### config.mk
export PLATFORM = sky130hd
export DESIGN_NAME = mpipe_addr_match
export DESIGN_NICKNAME = d
export VERILOG_FILES = /design/src/rtl/rxm_pkg.sv /design/src/rtl/rxm_cfg_regs.sv /design/src/rtl/rxm_addr_collect.sv /design/src/rtl/rxm_pipe_compare.sv /design/src/rtl/mpipe_addr_match.sv
export SDC_FILE = /design/constraint.sdc
export NUM_CORES = 1
export LEC_CHECK = 0
export CAP_MARGIN = 0
export CORE_ASPECT_RATIO = 0.7
export CORE_UTILIZATION = 30
export CTS_BUF_LIST = sky130_fd_sc_hd__clkbuf_16
export DETAILED_ROUTE_END_ITERATION = 6
export PLACE_DENSITY = 0.47
export SLEW_MARGIN = 20
export SYNTH_ARGS = -nofsm -noshare
export SYNTH_HDL_FRONTEND = slang
export SYNTH_HIERARCHICAL = 1
export SYNTH_SLANG_ARGS = --single-unit
### constraint.sdc
create_clock -name clk -period 1.9 [get_ports clk]
set_input_delay 0.38 -clock clk [delete_from_list [all_inputs] [get_ports clk]]
set_output_delay 0.38 -clock clk [all_outputs]
set_load 0.1 [all_outputs]
### src/rtl/rxm_pkg.sv
package rxm_pkg;

    localparam int BYTE_W    = 8;
    localparam int NUM_PIPES = 6;
    localparam int MAX_AW    = 5;
    localparam int MIN_AW    = 3;
    localparam int ADDR_W    = MAX_AW * BYTE_W;
    localparam int SHARED_W  = ADDR_W - BYTE_W;
    localparam int CODE_W    = 3;
    localparam int CNT_W     = $clog2(MAX_AW + 1);
    localparam int REG_AW    = 4;

    // register offsets
    localparam int OFS_ENABLE      = 0;
    localparam int OFS_WIDTH       = 1;
    localparam int OFS_P0_BASE     = 2;
    localparam int OFS_SHARED_BASE = OFS_P0_BASE + MAX_AW;
    localparam int OFS_LOW_BASE    = OFS_SHARED_BASE + MAX_AW - 1;

    localparam logic [CODE_W-1:0] CODE_NONE = '1;

    typedef struct packed {
        logic [NUM_PIPES-1:0]                en;
        logic [CNT_W-1:0]                    width;
        logic [ADDR_W-1:0]                   p0;
        logic [SHARED_W-1:0]                 shared;
        logic [NUM_PIPES-2:0][BYTE_W-1:0]    low;
    } match_cfg_t;

    typedef struct packed {
        logic                 done;
        logic [CNT_W-1:0]     width;
        logic [ADDR_W-1:0]    addr;
    } rx_addr_t;

    typedef struct packed {
        logic                 hit;
        logic [CODE_W-1:0]    pipe;
    } match_res_t;

    function automatic logic [ADDR_W-1:0] width_mask(input logic [CNT_W-1:0] w);
        logic [ADDR_W-1:0] m;
        m = '0;
        for (int b = 0; b < MAX_AW; b++)
            if (b < int'(w)) m[b*BYTE_W +: BYTE_W] = '1;
        return m;
    endfunction

    function automatic logic [ADDR_W-1:0] pipe_address(input match_cfg_t c, input int idx);
        if (idx == 0) return c.p0;
        return {c.shared, c.low[idx-1]};
    endfunction

    function automatic logic width_legal(input logic [BYTE_W-1:0] v);
        return (int'(v) >= MIN_AW) && (int'(v) <= MAX_AW);
    endfunction

    function automatic logic ofs_is(input logic [REG_AW-1:0] a, input int ofs);
        return int'(a) == ofs;
    endfunction

endpackage

### src/rtl/rxm_cfg_regs.sv
module rxm_cfg_regs
    import rxm_pkg::*;
(
    input  logic                 clk,
    input  logic                 rst,
    input  logic                 we,
    input  logic [REG_AW-1:0]    addr,
    input  logic [BYTE_W-1:0]    wdata,
    output match_cfg_t           cfg
);

    always_ff @(posedge clk) begin
        if (rst) begin
            cfg.en     <= NUM_PIPES'(1);
            cfg.width  <= CNT_W'(MAX_AW);
            cfg.p0     <= {MAX_AW{8'hE7}};
            cfg.shared <= {(MAX_AW-1){8'hC2}};
            for (int p = 0; p < NUM_PIPES - 1; p++)
                cfg.low[p] <= BYTE_W'(8'hC3 + p);
        end else if (we) begin
            if (ofs_is(addr, OFS_ENABLE))
                cfg.en <= wdata[NUM_PIPES-1:0];
            if (ofs_is(addr, OFS_WIDTH) && width_legal(wdata))
                cfg.width <= wdata[CNT_W-1:0];
            for (int b = 0; b < MAX_AW; b++)
                if (ofs_is(addr, OFS_P0_BASE + b))
                    cfg.p0[b*BYTE_W +: BYTE_W] <= wdata;
            for (int b = 0; b < MAX_AW - 1; b++)
                if (ofs_is(addr, OFS_SHARED_BASE + b))
                    cfg.shared[b*BYTE_W +: BYTE_W] <= wdata;
            for (int p = 0; p < NUM_PIPES - 1; p++)
                if (ofs_is(addr, OFS_LOW_BASE + p))
                    cfg.low[p] <= wdata;
        end
    end


    width_range_chk: assert property (@(posedge clk) disable iff (rst)
        (int'(cfg.width) >= MIN_AW) && (int'(cfg.width) <= MAX_AW));

endmodule

### src/rtl/rxm_addr_collect.sv
module rxm_addr_collect
    import rxm_pkg::*;
(
    input  logic                 clk,
    input  logic                 rst,
    input  logic                 rx_valid,
    input  logic                 rx_sof,
    input  logic [BYTE_W-1:0]    rx_byte,
    input  logic [CNT_W-1:0]     cfg_width,
    output rx_addr_t             col
);

    logic [CNT_W-1:0] cnt;
    logic             busy;

    always_ff @(posedge clk) begin
        if (rst) begin
            cnt       <= '0;
            busy      <= 1'b0;
            col.done  <= 1'b0;
            col.width <= CNT_W'(MAX_AW);
            col.addr  <= '0;
        end else begin
            col.done <= 1'b0;
            if (rx_valid && rx_sof) begin
                col.addr  <= ADDR_W'(rx_byte);
                col.width <= cfg_width;
                cnt       <= CNT_W'(1);
                busy      <= 1'b1;
            end else if (rx_valid && busy) begin
                for (int b = 1; b < MAX_AW; b++)
                    if (int'(cnt) == b) col.addr[b*BYTE_W +: BYTE_W] <= rx_byte;
                cnt <= cnt + CNT_W'(1);
                if (cnt + CNT_W'(1) == col.width) begin
                    col.done <= 1'b1;
                    busy     <= 1'b0;
                end
            end
        end
    end


    cnt_bound_chk: assert property (@(posedge clk) disable iff (rst)
        busy |-> (cnt < col.width));


    done_single_chk: assert property (@(posedge clk) disable iff (rst)
        col.done |=> !col.done);

endmodule

### src/rtl/rxm_pipe_compare.sv
module rxm_pipe_compare
    import rxm_pkg::*;
(
    input  logic          clk,
    input  logic          rst,
    input  rx_addr_t      col,
    input  match_cfg_t    cfg,
    output logic          match_valid,
    output match_res_t    res
);

    logic [ADDR_W-1:0]    mask;
    logic [NUM_PIPES-1:0] pipe_hit;
    match_res_t           pick;

    assign mask = width_mask(col.width);

    generate
        for (genvar p = 0; p < NUM_PIPES; p++) begin : g_pipe
            logic [ADDR_W-1:0] ref_addr;
            assign ref_addr    = pipe_address(cfg, p);
            assign pipe_hit[p] = cfg.en[p] && (((ref_addr ^ col.addr) & mask) == '0);
        end
    endgenerate

    always_comb begin
        pick.hit  = 1'b0;
        pick.pipe = CODE_NONE;
        for (int p = NUM_PIPES - 1; p >= 0; p--) begin
            if (pipe_hit[p]) begin
                pick.hit  = 1'b1;
                pick.pipe = CODE_W'(p);
            end
        end
    end

    always_ff @(posedge clk) begin
        if (rst) begin
            match_valid <= 1'b0;
            res.hit     <= 1'b0;
            res.pipe    <= CODE_NONE;
        end else begin
            match_valid <= col.done;
            if (col.done) res <= pick;
        end
    end


    none_code_chk: assert property (@(posedge clk) disable iff (rst)
        match_valid |-> (res.hit != (res.pipe == CODE_NONE)));


    enabled_only_chk: assert property (@(posedge clk) disable iff (rst)
        (match_valid && res.hit) |-> ((($past(cfg.en) >> res.pipe) & NUM_PIPES'(1)) != '0));


    lowest_wins_chk: assert property (@(posedge clk) disable iff (rst)
        (match_valid && res.hit) |->
            (($past(pipe_hit) & ((NUM_PIPES'(1) << res.pipe) - NUM_PIPES'(1))) == '0));


    valid_pulse_chk: assert property (@(posedge clk) disable iff (rst)
        match_valid |=> !match_valid);

endmodule

### src/rtl/mpipe_addr_match.sv
module mpipe_addr_match
    import rxm_pkg::*;
(
    input  logic          clk,
    input  logic          rst,
    input  logic          cfg_we,
    input  logic [3:0]    cfg_addr,
    input  logic [7:0]    cfg_wdata,
    input  logic          rx_valid,
    input  logic          rx_sof,
    input  logic [7:0]    rx_byte,
    output logic          match_valid,
    output logic          match_hit,
    output logic [2:0]    match_pipe
);

    match_cfg_t cfg;
    rx_addr_t   col;
    match_res_t res;

    rxm_cfg_regs u_regs (
        .clk   (clk),
        .rst   (rst),
        .we    (cfg_we),
        .addr  (cfg_addr),
        .wdata (cfg_wdata),
        .cfg   (cfg)
    );

    rxm_addr_collect u_collect (
        .clk       (clk),
        .rst       (rst),
        .rx_valid  (rx_valid),
        .rx_sof    (rx_sof),
        .rx_byte   (rx_byte),
        .cfg_width (cfg.width),
        .col       (col)
    );

    rxm_pipe_compare u_compare (
        .clk         (clk),
        .rst         (rst),
        .col         (col),
        .cfg         (cfg),
        .match_valid (match_valid),
        .res         (res)
    );

    assign match_hit  = res.hit;
    assign match_pipe = res.pipe;

endmodule

### After elaboration in Yosys (flattened, before gate mapping)

Cells that the tools add are included.

* $add $sub $neg: 1
* $lt $le $gt $ge: 7
* equal/unequal tests: 20
* muxes and demuxes: 17
* bitwise gates (word level): 13
* reductions and logical operators: 42

Operators by type and width (number)
* $and A40 B40 Y40: 6
* $logic_not A40 Y1: 6
* $xor A40 B40 Y40: 6
* $reduce_and A2 Y1: 21
* $mux W8: 5
* $eq A4 B4 Y1 const B: 8
* $mux W4: 6
* $eq A4 B3 Y1 const B: 4
* $logic_and A1 B1 Y1: 10
* $eq A3 B3 Y1 const B: 3
* $eq A4 B2 Y1 const B: 2
* $ge A8 B2 Y1 const B: 1
* $le A8 B3 Y1 const B: 1
* $lt A1 B3 Y1 const A: 2
* $lt A2 B3 Y1 const A: 2
* $mux W1: 6
* $eq A4 B1 Y1 const B: 1
* $logic_not A4 Y1: 1
* $reduce_bool A2 Y1: 2
* $add A3 B1 Y3 const B: 1
* $eq A3 B2 Y1 const B: 1
* $eq A3 B3 Y1: 1
* $lt A3 B3 Y1 const A: 1
* $reduce_or A3 Y1: 1
* other kinds (2): 2

* register bits after elaboration: 174
* input bits: 25
* output and inout port bits: 5
* word-level logic and storage cells: 129

### Longest topological paths before layout

Gate-level depths: netlist of run 1.

* word-level depth: 11
* mapped depth: 7
* mapped depth without buffers: 6

### Cells and area by module

The synthesis of run 1 kept the hierarchy.

Modules (own cells, without submodules)
* rxm_cfg_regs: instances 1, cells an instance 515, area each 4715.8 um^2, seq. area each 2422.3 um^2
* rxm_addr_collect: instances 1, cells an instance 207, area each 1841.8 um^2, seq. area each 960.9 um^2
* rxm_pipe_compare: instances 1, cells an instance 200, area each 1632.8 um^2, seq. area each 100.1 um^2

### Worst setup path before layout of run 1

OpenSTA, ideal clock, no wires.

* path kind: input-to-reg
* start point: input cfg_wdata[3]
* end point: register u_regs/cfg[114] (netlist name)
* library setup time: 121 ps
* arrival: 1612 ps
* required time: 1779 ps
* slack: 167 ps
* stages: 3
* path buffers: 0
* path through: or4_4 -> a2111oi_4 -> mux2_4

* longest elaborated chain between the ends: 4
* elaborated cells between the ends (all ways): 5
* classes of those cells: 2 x order compare; 3 x reduce/logical

RTL lines
* start: declaration: line mpipe_addr_match.sv:8 `input logic [7:0] cfg_wdata,`
* $ge A8 B2 Y1 or $le A8 B3 Y1 (tied branches): line rxm_pkg.sv:55 `return (int'(v) >= MIN_AW) && (int'(v) <= MAX_AW);`
* $logic_and A1 B1 Y1 (*): line rxm_pkg.sv:55
* $logic_and A1 B1 Y1 (*): line rxm_cfg_regs.sv:23 `if (ofs_is(addr, OFS_WIDTH) && width_legal(wdata))`
* $reduce_and A2 Y1 (no line) (*)

Mark *: on every way between the ends. The rest lies on a longest branch, timed or not.
A chain may end at the register's enable or synchronous reset.

### Final worst setup path of run 1

* start point: input cfg_wdata[3]
* end point: register u_regs/cfg[112] (netlist name)

* longest elaborated chain between the ends: 4
* elaborated cells between the ends (all ways): 5
* classes of those cells: 2 x order compare; 3 x reduce/logical

RTL lines (line)
* $ge A8 B2 Y1 or $le A8 B3 Y1 (tied branches): rxm_pkg.sv:55
* $logic_and A1 B1 Y1 (*): rxm_pkg.sv:55
* $logic_and A1 B1 Y1 (*): rxm_cfg_regs.sv:23
* $reduce_and A2 Y1 (no line) (*)

Marked as above.

==> results of run 1 <==
synth_stat cells (all sizes together), types with 3 or more instances:
cell    count
nand4      25
xor2       18
nor2       16
nor4        5
nand3      76
dfxtp     174
o21ai      84
clkbuf     47
buf        32
mux2i      10
and2        3
ha          5
nand2      67
and3       63
nand2b      6
nand3b      6
xnor2      97
a21oi      83
inv         7
a211o      62
kinds of logic (layout without fill, tap and decap cells):
kind of cell	count (synthesis)	after routing	synth area share
xor+xnor	115	115	0.1239
buf+inv	86	175	0.05026
mux	11	11	0.01405
fa+ha+maj	5	5	0.007638
other cells	0	1	0
compound gates	247	247	0.1929
flops	174	174	0.4253
simple gates	284	284	0.1859
flip-flops by register name, summed over array words and instances (netlist names):
signal and count:
u_collect/cnt 3, u_compare/res 4, u_collect/col 44, u_compare/match_valid 1, u_regs/cfg 121, u_collect/busy 1
critical path, cell delays in order:
cell,delay (ns)
clkdlybuf4s50_1,0.41
buf_4,0.17
or4_4,0.55
a2111oi_4,0.33
buf_4,0.19
mux2i_1,0.18
what timing repair did:
| item | CTS | global route |
|---|---|---|
| buffers inserted | 3 | 4 |
| hold buffers | 0 | 0 |
| setup endpoints to repair | 4 | 4 |
| pin swaps | 8 | 15 |
| gates resized for setup | 23 | 29 |
power by group through the flow:
stage,combinational [uW],sequential [uW],clock [uW]
global placement,808,3850,0
global route,895,3770,3730
floorplan,409,3830,0
CTS,818,3760,3580
detailed placement,806,3850,0
finish,843,3760,3510
metrics by stage:
stage	std cells	hold WS (ns)	utilization	TNS [ns]
CTS	1372	0.3169	0.3814	-0.003423
finish	1376	0.3160	0.3877	0
global placement	1340	0.4659	0.3572	-7.138
global route	1375	0.3281	0.3876	-0.03783
detailed placement	1340	0.4708	0.3572	-7.820
floorplan	922	0.4323	-	0
metal layers:
metal,wire length [um],vias to the layer above,track usage
met3,2115,18,0.04768
met4,276,0,0.04379
met2,11020,232,0.2686
li1,-,3445,-
met5,0,-,0
met1,14450,3405,0.3202
final cells by class:
class                   count  share of cell area
diodes                      1           0.0002411
well taps                 364             0.04387
flip-flops and latches    174              0.3390
inverters                   7            0.002531
clock buffers              17             0.04098
repair buffers            136              0.1294
multi-input cells         662              0.4298
clock inverters            15             0.01410
worst min path at each step:
stage	startpoint	endpoint	slack (ns)	cells past startpoint
after global routing	rst	u_compare/match_valid	0.33	2
after global placement	u_regs/cfg[0]	u_regs/cfg[0]	0.47	1
after detailed placement	u_regs/cfg[90]	u_regs/cfg[90]	0.47	1
after floorplan	u_regs/cfg[113]	u_collect/col[41]	0.43	2
final	rst	u_compare/match_valid	0.32	2
after CTS	rst	u_compare/match_valid	0.32	2
==> impl_metrics.yaml, run 1 <==
placement:
  pre_cts_ws_ns: -0.3912
  place.gp.congestion: 0.8311
  io_buffer_count: 29
  place_area_sq_mm: 0.009564
  dp_hpwl_um: 18860
drt:
  firstDrtPassIters: 5
  drc: 0
  via_count: 7100
  dr.first_iter.drc_count: 705
  viasPerCell: 5.160
  antenna_left: 0
  drt-total-wl_um: 27860
  wire_per_inst_um: 20.25
synth:
  synth_top_cell_by_area: "dfxtp_1"
  async_flop_share: 0
  synth_top_area_share: 0.4253
  yosys_most_used_dff: "dfxtp_1"
  syn-cell-area_sq_mm: 0.008190
  syn_nets: 952
  netlist_instances: 922
  yosys_warnings: 6
  yosysSeqAreaShare: 0.4253
  yosysUniqueCellTypes: 56
  avgSynthCellArea_sq_um: 8.883
  ys_ff_latch: 174
  synth_edf_count: 0
  synthTopCellsByArea: "dfxtp_1, xnor2_1, a211o_1"
clock_tree:
  root_buffer: "clkbuf_16"
  cts_num_sinks: 174
  clk_pin_slew_worst_paths_ns: 0.07
  cts_tree: "done"
  worstSkewPairLatency_ns: 0.43
  cts_buffer_depth: 2
  htreeDepth: 4
  cts-buffers-inserted: 17
critical_path:
  crit_arrival_ns: 2.21
  rr_worst_depth: 9
  crit_start: "cfg_wdata[3]"
  start_kind: "input port"
  worstSetupPathType: "input port to flip-flop"
  cp-end-kind: "flip-flop"
  r2r-end: "u_compare/res[3]"
  reg2reg_from: "u_collect/col[4]"
  reg2reg_slack_ns: 0.06
  worstPathMaxFanout: 2
  crit_end: "u_regs/cfg[112]"
  required_ns: 2.25
die:
  num_rows: 50
  die-area_sq_mm: 0.02798
  die_y_um: 140.2
  start_util: 0.3059
  fp.dieW_um: 199.5
  core_area_sq_mm: 0.02678
  io_pins: 30
power_and_ir_drop:
  p_clk_frac: 0.433
  p_sw_frac: 0.2635
  ir_drop_uv: 595.0
  switchingPower_uw: 2139
  seqPwrFrac: 0.463
  power_leakage_uw: 0.003770
  internal_power_uw: 5980
  power_uw: 8120
  power_frac_comb: 0.104
  power.density_mw_per_mm2: 782.2
sta:
  post-route-min-period_ns: 1.855
  slew_violations: 0
  finalClockSkew_ns: 0.01119
  clock.fmax_mhz: 539.2
  setup_viol: 0
  tightestPinTransition_ns: 0.6616
  fin_crit_sh: 0.9762
  layout_setup_ws_ns: 0.04525
  max_slew_margin: 0.5590
  hold_viol_final: 0
run:
  cap_violations: 0
layout:
  fin_nets: 1028
  area_growth_pct: 26.75
  final_common_cell: "dfxtp_1"
  multi_input_area_sq_mm: 0.004462
  mostFrequentLayoutCells: "dfxtp_1, buf_4, xnor2_1"
  seqCellArea_sq_mm: 0.003520
  layout-drive-gt1-share: 0.1919
  final_area_sq_mm: 0.01038
  fill_cells: 2737
grt:
  antenna_found_initial: 1
  grt_max_degree: 33
  grt_pass1_wl_um: 41510
  grt_overflow_total: 0
  grt_use_total: 0.2024
  grt_pass1_vias: 6526
status:
  outcome: "finished, final reports clean"
worst_hold_path:
  min_path_type: "input port to flip-flop"
Power figures use the tool's default switching activity.
==> run 2: changes to the inputs <==
MAX_ROUTING_LAYER = met4   (was not set)
==> impl_metrics.yaml, run 2 (synthesis results as in run 1) <==
status:
  outcome: "finished, final reports clean"
drt:
  firstDrtPassIters: 5
  drc: 0
  antenna_left: 0
  via_count: 7128
  wire_per_inst_um: 20.17
  drt-total-wl_um: 27760
  viasPerCell: 5.180
  dr.first_iter.drc_count: 624
sta:
  slew_violations: 0
  tightestPinTransition_ns: 0.6600
  fin_crit_sh: 0.9721
  layout_setup_ws_ns: 0.05297
  max_slew_margin: 0.5600
  finalClockSkew_ns: 0.009122
  clock.fmax_mhz: 541.4
  hold_viol_final: 0
  post-route-min-period_ns: 1.847
  setup_viol: 0
power_and_ir_drop:
  power_leakage_uw: 0.003770
  power.density_mw_per_mm2: 781.8
  ir_drop_uv: 600.7
critical_path:
  max_stage_delay_ns: 0.54
  cp-end-kind: "flip-flop"
  required_ns: 2.26
  cp.depth: 6
  worstPathMaxFanout: 2
  crit_arrival_ns: 2.20
  cp_cell_sequence: "clkdlybuf4s50_1, buf_4, or4_4, a2111oi_4, buf_4, mux2i_1"
  start_kind: "input port"
  path_buf_inv: 3
  cp_top_family: "buffers and inverters"
  reg2reg_slack_ns: 0.06
  rr_worst_depth: 8
  worstSetupPathType: "input port to flip-flop"
  cp_slowest_cell: "or4_4"
  cpMostUsedCell: "buf_4"
grt:
  grt_use_total: 0.2083
  grt_overflow_total: 0
  grt_max_degree: 33
  grt_pass1_wl_um: 41520
  gr-usage-met2: 0.2688
  busiest_layer: "met1"
  grt_use_met3: 0.04286
  grt_pass1_vias: 6522
  antenna_found_initial: 1
  gr-usage-met1: 0.3208
worst_hold_path:
  hold_depth: 2
  min_path_type: "input port to flip-flop"
placement:
  pre_cts_ws_ns: -0.3912
  place_area_sq_mm: 0.009564
  io_buffer_count: 29
  dp_hpwl_um: 18860
  place.gp.congestion: 0.8438
clock_tree:
  cts_tree: "done"
  root_buffer: "clkbuf_16"
  cts_buffer_depth: 2
  cts-buffers-inserted: 17
  cts_num_sinks: 174
  worstSkewPairLatency_ns: 0.43
  htreeDepth: 4
  clk_pin_slew_worst_paths_ns: 0.07
layout:
  mostFrequentLayoutCells: "dfxtp_1, buf_4, xnor2_1"
  final_area_sq_mm: 0.01038
  fin_nets: 1028
  area_growth_pct: 26.75
  final_common_cell: "dfxtp_1"
  largest_reg_flops: 121
  layout-drive-gt1-share: 0.1919
  reg_top3: "u_regs/cfg x121, u_collect/col x44, u_compare/res x4"
  regMostFlops: "u_regs/cfg"
die:
  die_y_um: 140.2
  start_util: 0.3059
  fp.dieW_um: 199.5
  io_pins: 30
  die-area_sq_mm: 0.02798
  core_area_sq_mm: 0.02678
  num_rows: 50
run:
  cap_violations: 0
run 2: cell counts in the layout (fill, tap and decap cells not counted):
No cell type changed its count.
run 2: worst reg2reg max path: stages, from the launching register on:
cell	delay, ns
dfxtp_4	0.38
buf_4	0.15
xnor2_2	0.16
nand4_1	0.11
o21ai_1	0.15
buf_4	0.17
o211ai_1	0.15
a2111oi_4	0.35
o21ai_1	0.10
run 2: worst paths after layout:
kind / start / end
worst min-delay path: rst / u_compare/match_valid
worst min register to register: u_regs/cfg[120] / u_regs/cfg[120]
worst max-delay path: cfg_wdata[3] / u_regs/cfg[112]
worst max register to register: u_collect/col[0] / u_compare/res[0]
run 2: cell type report:
cell class              count  area [sq um]
inverters                   7         26.28
diodes                      1         2.502
clock buffers              17         425.4
clock inverters            15         146.4
flip-flops and latches    174          3520
repair buffers            136          1344
fillers                  2737         16390
multi-input cells         662          4462
well taps                 364         455.4
run 2: timing repair:
item | 4_1_cts | 5_1_grt
setup endpoints to repair | 4 | 4
setup buffers | 3 | 4
resized for setup | 23 | 29
hold buffers | 0 | 0
endpoints found under the hold margin | 0 | 0
pin swaps | 8 | 15
run 2: per-layer routing:
| layer | vias to the layer above | part of all wire |
|---|---|---|
| li1 | 3448 | - |
| met1 | 3425 | 0.52 |
| met2 | 234 | 0.40 |
| met3 | 21 | 0.075 |
| met4 | 0 | 0.010 |
| met5 | - | 0 |
run 2: per-stage QoR:
step	instances	hold slack (ns)	setup TNS (ns)	total power [uW]	util
after floorplan	922	0.4323	0	4240	-
after global placement	1340	0.4659	-7.138	4660	0.3572
after detailed placement	1340	0.4708	-7.820	4657	0.3572
after CTS	1372	0.3169	-0.003423	8158	0.3814
after global routing	1375	0.3328	-0.03882	8381	0.3876
final	1376	0.3160	0	8116	0.3877
run 2: power breakdown:
part	switching (uW)	leakage, uW	internal (uW)	total, uW
Combinational	495	0.00208	346	842
Clock	1580	0.000272	1930	3510
Sequential	61.3	0.00142	3700	3760
==> run 3: changes to the inputs <==
CORE_UTILIZATION = 40   (was 30)
PLACE_DENSITY = 0.58   (was 0.47)
==> impl_metrics.yaml, run 3 (synthesis results as in run 1) <==
placement:
  place_area_sq_mm: 0.009444
  dp_hpwl_um: 17630
  io_buffer_count: 29
  placed_cells: 1249
  place.gp.congestion: 0.8531
drt:
  firstDrtPassIters: 5
  drt-total-wl_um: 26080
  drc: 0
  antenna_left: 0
  dr.first_iter.drc_count: 820
  via_count: 7226
  wire_per_inst_um: 20.28
  viasPerCell: 5.619
sta:
  clock.fmax_mhz: 524.5
  post-route-min-period_ns: 1.906
  tightestPinTransition_ns: 0.5756
  finalClockSkew_ns: 0.006587
  slew_violations: 0
  layout_setup_ws_ns: -0.006465
  rsz0062_at_grt: "true"
  finalSetupTns_ns: -0.006465
  hold_viol_final: 0
  setup_viol: 1
  max_slew_margin: 0.6163
  fin_crit_sh: 1.003
clock_tree:
  root_buffer: "clkbuf_16"
  htreeDepth: 4
  hold_buffers: 0
  cts-buffers-inserted: 17
  cts_num_sinks: 174
  cts_tree: "done"
  worstSkewPairLatency_ns: 0.42
  cts_buffer_depth: 2
  clk_pin_slew_worst_paths_ns: 0.06
critical_path:
  cp-end-kind: "flip-flop"
  required_ns: 2.19
  worstPathMaxFanout: 4
  start_kind: "flip-flop"
  rr_worst_depth: 6
  worstSetupPathType: "flip-flop to flip-flop"
  crit_arrival_ns: 2.19
die:
  fp.dieW_um: 173.0
  core_area_sq_mm: 0.01991
  io_pins: 30
  num_rows: 43
  die-area_sq_mm: 0.02106
  start_util: 0.4114
  die_y_um: 121.7
power_and_ir_drop:
  power.density_mw_per_mm2: 778.7
  ir_drop_uv: 545.5
  p_sw_frac: 0.2478
  power_frac_comb: 0.106
  seqPwrFrac: 0.477
  power_leakage_uw: 0.003771
  p_clk_frac: 0.416
  switchingPower_uw: 1955
  internal_power_uw: 5936
status:
  outcome: "complete, but fails checks"
  violations: "negative setup slack"
layout:
  layout-drive-gt1-share: 0.1764
  final_common_cell: "dfxtp_1"
  post-route-util: 0.5091
  largest_reg_flops: 121
  instances_no_fill: 1286
  fin_nets: 1035
  reg_top3: "u_regs/cfg x121, u_collect/col x44, u_compare/res x4"
  regMostFlops: "u_regs/cfg"
  final_area_sq_mm: 0.01013
  mostFrequentLayoutCells: "dfxtp_1, buf_4, xnor2_1"
  area_growth_pct: 23.74
grt:
  grt_pass1_vias: 6892
  grt_overflow_total: 0
  antenna_found_initial: 0
  grt_use_total: 0.2626
  grt_pass1_wl_um: 40400
  grt_max_degree: 56
worst_hold_path:
  min_path_type: "input port to flip-flop"
  hold_depth: 2
run:
  cap_violations: 0
## run 3: worst paths after layout
| kind | from | slack [ns] | end |
|---|---|---|---|
| max | u_collect/col[36] | -0.006 | u_compare/res[1] |
| min | rst | 0.35 | u_compare/match_valid |
| max reg2reg | u_collect/col[36] | -0.006 | u_compare/res[1] |
| min reg2reg | u_regs/cfg[113] | 0.48 | u_collect/col[41] |
## run 3: cell type report
| cell class | instances | area (sq um) |
|---|---|---|
| well taps | 270 | 337.8 |
| flip-flops and latches | 174 | 3503 |
| inverters | 7 | 26.28 |
| clock inverters | 12 | 106.4 |
| clock buffers | 17 | 425.4 |
| repair buffers | 143 | 1358 |
| diodes | 1 | 2.502 |
| multi-input cells | 662 | 4375 |
| fillers | 1868 | 9772 |
## run 3: routing by layer
layer  share of wire  wire length (um)  vias up  global-route usage
met3           0.080              2074       32             0.04775
met4           0.018               464        0             0.08186
met5               0                 0        -                   -
li1                -                 -     3460                   -
met2            0.41             10750      267              0.3601
met1            0.49             12790     3467              0.3843
## run 3: per-stage QoR
| stage | setup WS (ns) | hold slack, ns | total power, uW |
|---|---|---|---|
| floorplan | 0.1669 | 0.4323 | 4240 |
| global placement | -0.3903 | 0.4647 | 4645 |
| detailed placement | -0.3769 | 0.4695 | 4650 |
| CTS | 0.0001601 | 0.3445 | 7910 |
| global route | -0.08757 | 0.3627 | 8172 |
| finish | -0.006465 | 0.3503 | 7891 |
## run 3: critical path, stage by stage (launching register included)
cell,delay [ns]
dfxtp_1,0.35
xor2_1,0.18
nor4_2,0.37
a21oi_2,0.11
buf_4,0.17
o41ai_4,0.44
a22oi_1,0.15
## run 3: power by group through the flow
stage          clock network [uW]  logic, uW  registers [uW]
2_1_floorplan                   0        409            3830
3_3_place_gp                    0        796            3850
3_5_place_dp                    0        801            3850
4_1_cts                      3340        805            3770
5_1_grt                      3510        890            3770
6_report                     3290        838            3770
## run 3: what timing repair did
action / in CTS / in global routing
resized for setup: 9 / 19
pin swaps: 4 / 12
cloned: 0 / 0
setup buffers: 1 / 7
endpoints found under the hold margin: 0 / 0
endpoints found under the setup margin: 4 / 5
